<file path="src/rtl/dts_pkg.sv">
package dts_pkg;
    localparam int AW = 16;
    localparam int DW = 8;

    typedef enum logic [2:0] {
        S_IDLE, S_VEC, S_VCAP, S_CTL, S_CLR, S_RD, S_WR, S_WB
    } seq_state_e;

    typedef struct packed {
        logic          rpt;    // cyclic mode
        logic          chn;    // chain to next record
        logic          rpti;   // interrupt on reload
        logic          sinc;   // source increments
        logic          dinc;   // destination increments
        logic          side;   // 1: destination rewinds, 0: source rewinds
        logic [7:0]    cnt;
        logic [7:0]    rld;
        logic [AW-1:0] sa;
        logic [AW-1:0] da;
    } rec_t;
endpackage

</file>
<file path="src/rtl/dts_pick.sv">
module dts_pick #(
    parameter int N  = 8,
    parameter int SW = 3
) (
    input  logic [N-1:0]  vec_i,
    output logic          vld_o,
    output logic [SW-1:0] sel_o
);
    logic [N:0]   seen;
    logic [N-1:0] hit;

    assign seen[0] = 1'b0;
    for (genvar g = 0; g < N; g++) begin : g_pri
        assign hit[g]    = vec_i[g] & ~seen[g];
        assign seen[g+1] = seen[g] | vec_i[g];
    end

    assign vld_o = seen[N];

    always_comb begin
        sel_o = '0;
        for (int i = 0; i < N; i++) begin
            if (hit[i]) sel_o = SW'(i);
        end
    end
endmodule

</file>
<file path="src/rtl/dts_rec_upd.sv">
module dts_rec_upd
    import dts_pkg::*;
(
    input  rec_t rec_i,
    output rec_t rec_o,
    output logic term_o
);
    logic          hit;
    logic [AW-1:0] span;

    always_comb begin
        rec_o = rec_i;
        hit   = (rec_i.cnt == 8'd1);
        span  = (rec_i.rld == 8'd0) ? AW'(256) : AW'(rec_i.rld);
        rec_o.cnt = rec_i.cnt - 8'd1;
        if (rec_i.sinc) rec_o.sa = rec_i.sa + AW'(1);
        if (rec_i.dinc) rec_o.da = rec_i.da + AW'(1);
        if (rec_i.rpt && hit) begin
            rec_o.cnt = rec_i.rld;
            if (rec_i.side && rec_i.dinc)  rec_o.da = rec_o.da - span;
            if (!rec_i.side && rec_i.sinc) rec_o.sa = rec_o.sa - span;
        end
        term_o = hit && (!rec_i.rpt || rec_i.rpti);
    end
endmodule

</file>
<file path="src/rtl/dts_seq.sv">
module dts_seq
    import dts_pkg::*;
#(
    parameter int             NUM_SRC   = 8,
    parameter int             NUM_REC   = 24,
    parameter logic [15:0]    VEC_BASE  = 16'h0000,
    parameter logic [15:0]    STAT_BASE = 16'h0040,
    parameter logic [15:0]    REC_BASE  = 16'h0100,
    parameter logic [NUM_SRC-1:0] CLR_MASK = 8'hC0,
    localparam int            SW = $clog2(NUM_SRC),
    localparam int            IW = $clog2(NUM_REC)
) (
    input  logic               clk,
    input  logic               rst_n,
    input  logic [NUM_SRC-1:0] req_i,
    output logic [NUM_SRC-1:0] ack_o,
    input  logic [NUM_SRC-1:0] en_set_i,
    output logic [NUM_SRC-1:0] en_o,
    input  logic               nmi_i,
    output logic               mem_req_o,
    output logic               mem_we_o,
    output logic [15:0]        mem_addr_o,
    output logic [7:0]         mem_wdata_o,
    input  logic [7:0]         mem_rdata_i,
    output logic               irq_o,
    output logic [SW-1:0]      irq_src_o,
    output logic               busy_o
);
    localparam logic [7:0]    REC_LIM  = 8'(NUM_REC);
    localparam logic [IW-1:0] LAST_REC = IW'(NUM_REC - 1);
    localparam logic [2:0]    CTL_LAST = 3'd7;
    localparam logic [2:0]    WB_LAST  = 3'd5;

    typedef struct packed {
        seq_state_e         st;
        logic [2:0]         cnt;
        logic [SW-1:0]      src;
        logic [IW-1:0]      idx;
        logic               first;
        rec_t               rec;
        logic               term;
        logic [NUM_SRC-1:0] pend;
        logic [NUM_SRC-1:0] en;
        logic [NUM_SRC-1:0] ack;
        logic               irq;
        logic [SW-1:0]      irq_src;
    } seq_t;

    seq_t q, d;

    logic          pk_vld;
    logic [SW-1:0] pk_sel;
    rec_t          upd_rec;
    logic          upd_term;
    logic [15:0]   rec_addr;

    dts_pick #(.N(NUM_SRC), .SW(SW)) u_pick (
        .vec_i (q.pend & q.en),
        .vld_o (pk_vld),
        .sel_o (pk_sel)
    );

    dts_rec_upd u_upd (
        .rec_i  (q.rec),
        .rec_o  (upd_rec),
        .term_o (upd_term)
    );

    assign rec_addr = REC_BASE + {{(16-IW-3){1'b0}}, q.idx, 3'b000};

    always_comb begin
        d           = q;
        d.ack       = '0;
        d.irq       = 1'b0;
        d.en        = q.en | en_set_i;
        d.pend      = q.pend | (req_i & q.en);
        mem_req_o   = 1'b0;
        mem_we_o    = 1'b0;
        mem_addr_o  = '0;
        mem_wdata_o = '0;

        case (q.st)
            S_IDLE: begin
                if (pk_vld) begin
                    d.ack[pk_sel]  = 1'b1;
                    d.pend[pk_sel] = 1'b0;
                    if (!nmi_i) begin
                        d.st    = S_VEC;
                        d.src   = pk_sel;
                        d.first = 1'b1;
                    end
                end
            end
            S_VEC: begin
                mem_req_o  = 1'b1;
                mem_addr_o = VEC_BASE + 16'(q.src);
                d.st       = S_VCAP;
            end
            S_VCAP: begin
                if (mem_rdata_i < REC_LIM) begin
                    d.idx = mem_rdata_i[IW-1:0];
                    d.cnt = '0;
                    d.st  = S_CTL;
                end else begin
                    d.st = S_IDLE;
                end
            end
            S_CTL: begin
                if (q.cnt != CTL_LAST) begin
                    mem_req_o  = 1'b1;
                    mem_addr_o = rec_addr + 16'(q.cnt);
                end
                case (q.cnt)
                    3'd1: begin
                        d.rec.rpt  = mem_rdata_i[0];
                        d.rec.chn  = mem_rdata_i[1];
                        d.rec.rpti = mem_rdata_i[2];
                        d.rec.sinc = mem_rdata_i[3];
                        d.rec.dinc = mem_rdata_i[4];
                        d.rec.side = mem_rdata_i[5];
                    end
                    3'd2: d.rec.cnt      = mem_rdata_i;
                    3'd3: d.rec.rld      = mem_rdata_i;
                    3'd4: d.rec.sa[7:0]  = mem_rdata_i;
                    3'd5: d.rec.sa[15:8] = mem_rdata_i;
                    3'd6: d.rec.da[7:0]  = mem_rdata_i;
                    3'd7: d.rec.da[15:8] = mem_rdata_i;
                    default: ;
                endcase
                if (q.cnt == CTL_LAST) begin
                    d.st = (q.first && CLR_MASK[q.src]) ? S_CLR : S_RD;
                end else begin
                    d.cnt = q.cnt + 3'd1;
                end
            end
            S_CLR: begin
                mem_req_o   = 1'b1;
                mem_we_o    = 1'b1;
                mem_addr_o  = STAT_BASE + 16'(q.src);
                mem_wdata_o = 8'h00;
                d.st        = S_RD;
            end
            S_RD: begin
                mem_req_o  = 1'b1;
                mem_addr_o = q.rec.sa;
                d.st       = S_WR;
            end
            S_WR: begin
                mem_req_o   = 1'b1;
                mem_we_o    = 1'b1;
                mem_addr_o  = q.rec.da;
                mem_wdata_o = mem_rdata_i;
                d.rec       = upd_rec;
                d.term      = upd_term;
                d.cnt       = '0;
                d.st        = S_WB;
            end
            S_WB: begin
                mem_req_o  = 1'b1;
                mem_we_o   = 1'b1;
                mem_addr_o = rec_addr + 16'(q.cnt) + 16'd1;
                case (q.cnt)
                    3'd0:    mem_wdata_o = q.rec.cnt;
                    3'd1:    mem_wdata_o = q.rec.rld;
                    3'd2:    mem_wdata_o = q.rec.sa[7:0];
                    3'd3:    mem_wdata_o = q.rec.sa[15:8];
                    3'd4:    mem_wdata_o = q.rec.da[7:0];
                    default: mem_wdata_o = q.rec.da[15:8];
                endcase
                if (q.cnt == WB_LAST) begin
                    if (q.term) begin
                        d.en[q.src] = 1'b0;
                        d.irq       = 1'b1;
                        d.irq_src   = q.src;
                    end
                    if (q.rec.chn && q.idx != LAST_REC) begin
                        d.idx   = q.idx + IW'(1);
                        d.cnt   = '0;
                        d.first = 1'b0;
                        d.st    = S_CTL;
                    end else begin
                        d.st = S_IDLE;
                    end
                end else begin
                    d.cnt = q.cnt + 3'd1;
                end
            end
            default: d.st = S_IDLE;
        endcase
    end

    always_ff @(posedge clk) begin
        if (!rst_n) q <= '0;
        else        q <= d;
    end

    assign ack_o     = q.ack;
    assign en_o      = q.en;
    assign irq_o     = q.irq;
    assign irq_src_o = q.irq_src;
    assign busy_o    = (q.st != S_IDLE);
endmodule

</file>
<file path="config.mk">
export PLATFORM = sky130hd
export DESIGN_NAME = dts_seq
export DESIGN_NICKNAME = d
export VERILOG_FILES = /design/src/rtl/dts_pkg.sv /design/src/rtl/dts_pick.sv /design/src/rtl/dts_rec_upd.sv /design/src/rtl/dts_seq.sv
export SDC_FILE = /design/constraint.sdc
export NUM_CORES = 1
export LEC_CHECK = 0
export BUFFER_PORTS_ARGS = -buffer_cell sky130_fd_sc_hd__buf_2
export CAP_MARGIN = 20
export CORE_MARGIN = 4
export CORE_UTILIZATION = 55
export CTS_CLUSTER_DIAMETER = 80
export DETAILED_ROUTE_END_ITERATION = 7
export HOLD_SLACK_MARGIN = 0.15
export PLACE_DENSITY = 0.84
export SLEW_MARGIN = 20
export SYNTH_ARGS = -nofsm -noshare
export SYNTH_HDL_FRONTEND = slang
export SYNTH_SLANG_ARGS = --single-unit
</file>
<file path="constraint.sdc">
create_clock -name clk -period 3.23 [get_ports clk]
set_input_delay 0.646 -clock clk [delete_from_list [all_inputs] [get_ports clk]]
set_output_delay 0.646 -clock clk [all_outputs]
set_load 0.05 [all_outputs]
</file>
Word-level counts from Yosys, hierarchy flattened
Memories as Yosys holds them, arrays and structs flattened. A register that Yosys moved wholly into a read port is not among the register bits.
Index checks and enable logic that the tools add are counted.
- add/sub/neg operators: 11
- order comparisons: 5
- eq/ne operators: 29
- multiplexer cells: 62
- bitwise gates (word level): 31
- reductions and logical operators: 36
- operators by type and width (cell ; number):
    54-bit one-hot mux with 2 select lines ; 1
    8-bit two-way mux ; 12
    16-bit one-hot mux with 6 select lines ; 1
    16-bit two-way mux ; 4
    3-bit two-way mux ; 16
    8-bit one-hot mux with 5 select lines ; 1
    16-bit by 1-bit adder with 16-bit output, second input constant ; 2
    8-bit bitwise AND ; 4
    32-bit two-way mux ; 1
    16-bit subtractor ; 2
    3-bit equality test, second input constant ; 8
    3-bit one-hot mux with 8 select lines ; 1
    6-bit two-way mux ; 3
    3-bit AND reduction ; 6
    2-bit inequality test, second input constant ; 8
    8-bit NOT ; 2
    8-bit bitwise OR ; 2
    8-bit one-hot mux with 2 select lines ; 1
    11-bit by 1-bit adder with 12-bit output, second input constant ; 1
    3-bit by 2-bit equality test with 1-bit output, second input constant ; 4
    3-bit one-hot mux with 4 select lines ; 1
    4-bit AND reduction ; 3
    10-bit by 3-bit adder with 11-bit output ; 1
    11-bit two-way mux ; 1
    36 further kinds ; 88
- register bits: 98
- memory bits (read-only): 8
- input port bits: 27
- output and inout bits: 47
- word-level logic and storage cells: 198
- memories: 1
- memories (name ; words ; width ; read ports ; clocked after Yosys merged registers in ; wr ports ; RTL line ; text):
    (no name shown) ; 8 ; 1 ; 1 ; 1 ; 0 ; dts_seq.sv:131 ; d.st = (q.first && CLR_MASK[q.src]) ? S_CLR : S_RD;

Depth between registers and ports, before layout
- depth in word-level cells: 18
- depth in mapped cells: 15
- mapped depth without buffers: 14

By module
A second synthesis with hierarchy kept.
- cells, all modules: 1056
- area total of the unflattened synthesis: 8121.5 µm²
- by module, submodules not included (module ; instances ; cells an instance ; area an instance (µm²) ; seq. area each (µm²)):
    dts_seq ; 1 ; 701 ; 5639.2 ; 1981.9
    dts_rec_upd ; 1 ; 341 ; 2399.8 ; 0.0
    dts_pick ; 1 ; 14 ; 82.6 ; 0.0

Worst setup path after synthesis
No wires, ideal clock.
- kind: register -> output
- start: register q[96] (netlist bit)
- end: output mem_addr_o[4]
- data arrival time: 2.739 ns
- data required time: 2.584 ns
- path slack: -0.155 ns
- cell stages (with the launch flop): 4
- path buffers: 1
- cell sequence: dfxtp_1 -> clkbuf_1 -> nand3_1 -> o311ai_0
- word-level cells in the longest chain between the ends: 2
- elaborated cells on any way between the ends: 7
- those cells by class: eq/ne: 6; mux: 1
- ends and longest elaborated chain (what ; RTL line ; text):
    start, declared ; dts_seq.sv:49 ; seq_t q, d;
    start signal, assigned ; dts_seq.sv:193 ; if (!rst_n) q <= '0;
    start signal, assigned ; dts_seq.sv:194 ; else q <= d;
    3-bit equality test, or another cell as far along ; dts_seq.sv:82 ; case (q.st)
    16-bit one-hot mux with 6 select lines * ; dts_seq.sv:82 ;
    end, declared ; dts_seq.sv:22 ; output logic [15:0] mem_addr_o,
Mark *: on every way between the ends. The rest lies on a longest branch, timed or not.

Final worst setup path
- start: register q[45] (netlist bit)
- end: register q[54] (netlist bit)
- word-level cells in the longest chain between the ends: 6
- ends and longest elaborated chain (what ; RTL line ; text):
    16-bit by 1-bit adder with 16-bit output ; dts_rec_upd.sv:16 ; if (rec_i.sinc) rec_o.sa = rec_i.sa + AW'(1);
    16-bit two-way mux * ; dts_rec_upd.sv:16 ;
    16-bit subtractor ; dts_rec_upd.sv:21 ; if (!rec_i.side && rec_i.sinc) rec_o.sa = rec_o.sa - span;
    16-bit two-way mux ; dts_rec_upd.sv:21 ;
    32-bit two-way mux * ; dts_rec_upd.sv:18 ; if (rec_i.rpt && hit) begin
    54-bit one-hot mux with 2 select lines * ; dts_seq.sv:82 ;
Mark *: on every way between the ends. The rest lies on a longest branch, timed or not. The select of a mux whose other input is x is not followed.
A chain may end at the register's enable or synchronous reset.

==> metrics <==
number of synthesized flops with an enable pin=0; area delta synth->final=11.2%; Synth Cell Area=0.00751 mm^2; CP Max Fanout=3; Yosys reg bits=99; Syn Inst Count=997; die width=125 um; layout cells sized above 1=0.170; placed insts=1202; vias in the first global route=7186; DP HPWL=17300 um; main flop type after synthesis=dfxtp_1; clk root buf=clkbuf_16; Slew Viols, Final=0; Tot Pwr=2.64 mW; antenna fix cells=0; Reg clk slew, reported paths=0.07 ns; Critical Path Source=q[45]$_SDFFE_PN0P_; Worst Setup Start Kind=flip-flop; Die H=125 um; most frequent cell after synthesis=nand2_1; antenna violations before repair=0; first-pass GRT wire length=37000 um; DR vias/cell=6.45; Util after Layout=0.628; run status=complete, but fails checks; H-tree level count=3; DIE AREA=0.0156 mm^2; most common library cells after synthesis=114 x nand2_1, 99 x dfxtp_1, 96 x nor2_1; gr usage total=0.292; drt pass-1 iters=8; CTS tree=done; worst skew pair latency=0.36 ns; Setup TNS=0 ns; peak supply drop=0.000325 V; CP endpoint kind=flip-flop; Antenna Nets Post-Route=0; Async SR Flop Fraction=0; average routed wire per standard cell=19.6 um; RR Endpoint=q[54]$_SDFFE_PN0P_; syn avg cell area=7.53 um^2; Area contributors post-synth=dfxtp_1 26%, nand2_1 5.7%, a21oi_1 5.3%, ha_1 5.0%, xnor2_1 4.9%; DRC errors left=2; I/O pin cnt=74; final setup fails=0; flop2flop setup slack=0.07 ns; number of max-cap violations=0; RSZ-0062 raised after global routing=yes; Worst Tran Pin Value=0.864 ns; Routed WL=23900 um; CTS Sinks=99; Pwr Density=317 mW/mm^2; Initial DRC Count=1125; RePlAce Congestion=0.987; Synth top area share=0.264; Req. time, crit path=3.50 ns; Warnings, synthesis=0; fin crit period=3.16 ns; IO Port Bufs=73; Max Root-Sink Buffers=2; R2R Path Start=q[45]$_SDFFE_PN0P_; worst hold path class=reg -> reg; Hold Slack=0.477 ns; Worst slew margin=0.421; Initial Util=0.565; largest net degree at the start of global routing=38; Tcrit/Tclk final=0.978; Setup Skew=0.00638 ns; Mapped Nets=1056; Static Leakage=3.31 nW; # rows=42; Yosys top cell by area=dfxtp_1; nets=1097; sequential-to-total area share from yosys stat=0.264; CTS Hold Bufs=0; CP arrival=3.43 ns; Hold Vio Cnt, Final=0; Final Instance Count excl. Fillers=1219; failing checks=DRC; TritonCTS Buffers=9; grt total ovfl=0; Crit Path Category=reg -> reg; synth unique cells=80; Max Clock Freq=317 MHz; R2R cell count=12; critical path endpoint=q[54]$_SDFFE_PN0P_; Placeable Area=0.0133 mm^2; vias post-DR=7867
==> worst max-delay path, stage by stage (launching register included) <==
cell      delay [ns]
dfxtp_1         0.32
ha_1            0.28
mux2_4          0.29
ha_1            0.29
nor2b_1         0.13
o21ai_1         0.16
a21boi_1        0.11
o21ai_1         0.23
a211oi_2        0.12
o211a_1         0.26
or4_4           0.49
and3_4          0.18
a211oi_2        0.22
==> registers in the layout, indices dropped and copies added, names as in the netlist, named ones only <==
name and flops:
ack_o 8, en_o 8, irq_o 1, irq_src_o 3, q 78
==> how the worst min path moves through the flow <==
| stage | startpoint | end | slack, ns | cells after the start |
|---|---|---|---|---|
| 3_5_place_dp | irq_src_o[1]$_SDFFE_PN0P_ | irq_src_o[1]$_SDFFE_PN0P_ | 0.47 | 2 |
| 5_1_grt | irq_src_o[2]$_SDFFE_PN0P_ | irq_src_o[2]$_SDFFE_PN0P_ | 0.50 | 2 |
| 2_1_floorplan | irq_src_o[1]$_SDFFE_PN0P_ | irq_src_o[1]$_SDFFE_PN0P_ | 0.44 | 2 |
| 4_1_cts | irq_src_o[1]$_SDFFE_PN0P_ | irq_src_o[1]$_SDFFE_PN0P_ | 0.48 | 2 |
| 6_report | irq_src_o[1]$_SDFFE_PN0P_ | irq_src_o[1]$_SDFFE_PN0P_ | 0.48 | 2 |
| 3_3_place_gp | irq_src_o[1]$_SDFFE_PN0P_ | irq_src_o[1]$_SDFFE_PN0P_ | 0.46 | 2 |
==> power breakdown <==
group          internal [mW]  total [mW]  leakage [nW]  switching (mW)
Sequential              1.25        1.28         0.803          0.0351
Clock                  0.534        1.06         0.131           0.525
Combinational         0.0891       0.302          2.37           0.213
Total                   1.87        2.64          3.31           0.773
==> metal layers <==
metal	global-route usage	wire [um]
met5	0	0
met4	0.149	1140
met3	0.0592	2730
met2	0.443	10400
met1	0.392	9560
==> cell usage in the layout (no fill, tap or decap), types with 4 or more instances in the layout <==
cell / instances
a222oi_1: 10
buf_2: 73
and3_1: 15
mux2i_1: 23
nor3b_1: 5
o21ai_0: 57
o21a_1: 5
mux2_2: 10
nand3_1: 28
inv_1: 33
o22ai_1: 8
nand4_1: 14
xnor2_1: 42
a31oi_1: 16
ha_1: 29
a22o_1: 9
buf_4: 45
a21oi_1: 78
clkbuf_16: 9
nor2_1: 96
o31ai_1: 8
nor2b_1: 11
and2_1: 14
nor3_1: 25
o211ai_1: 12
dfxtp_1: 97
a22oi_1: 14
o21ai_1: 12
xor2_1: 16
nand2_1: 114
nand3b_1: 4
a211oi_1: 22
==> cells by family after synthesis <==
group | synth area share
AO/OA/AOI/OAI | 0.252
buffers and inverters | 0.0762
adder cells (fa/ha/maj) | 0.0553
AND/OR/NAND/NOR | 0.235
multiplexers | 0.0472
XOR/XNOR | 0.0707
flip-flops | 0.264
==> area by class of cell <==
class,count,area (um^2)
clock inverters,6,48.8
clock buffers,10,229
flip-flops and latches,99,1980
well taps,176,220
multi-input cells,775,5020
fillers,1150,4950
inverters,34,128
repair buffers,119,723
==> metrics by stage <==
stage	setup WS [ns]	area [um^2]
after floorplan	0.120	7510
after global placement	0.0776	8000
after detailed placement	0.0215	8000
after CTS	0.00731	8280
after global routing	-0.0580	8350
final	0.0706	8350
==> what timing repair did <==
item,4_1_cts,5_1_grt
gates resized for setup,1,17
setup endpoints to repair,1,19
endpoints found under the hold margin,0,0
buffers inserted,0,1
pin swaps,0,4
(Power assumes the default switching activity.)
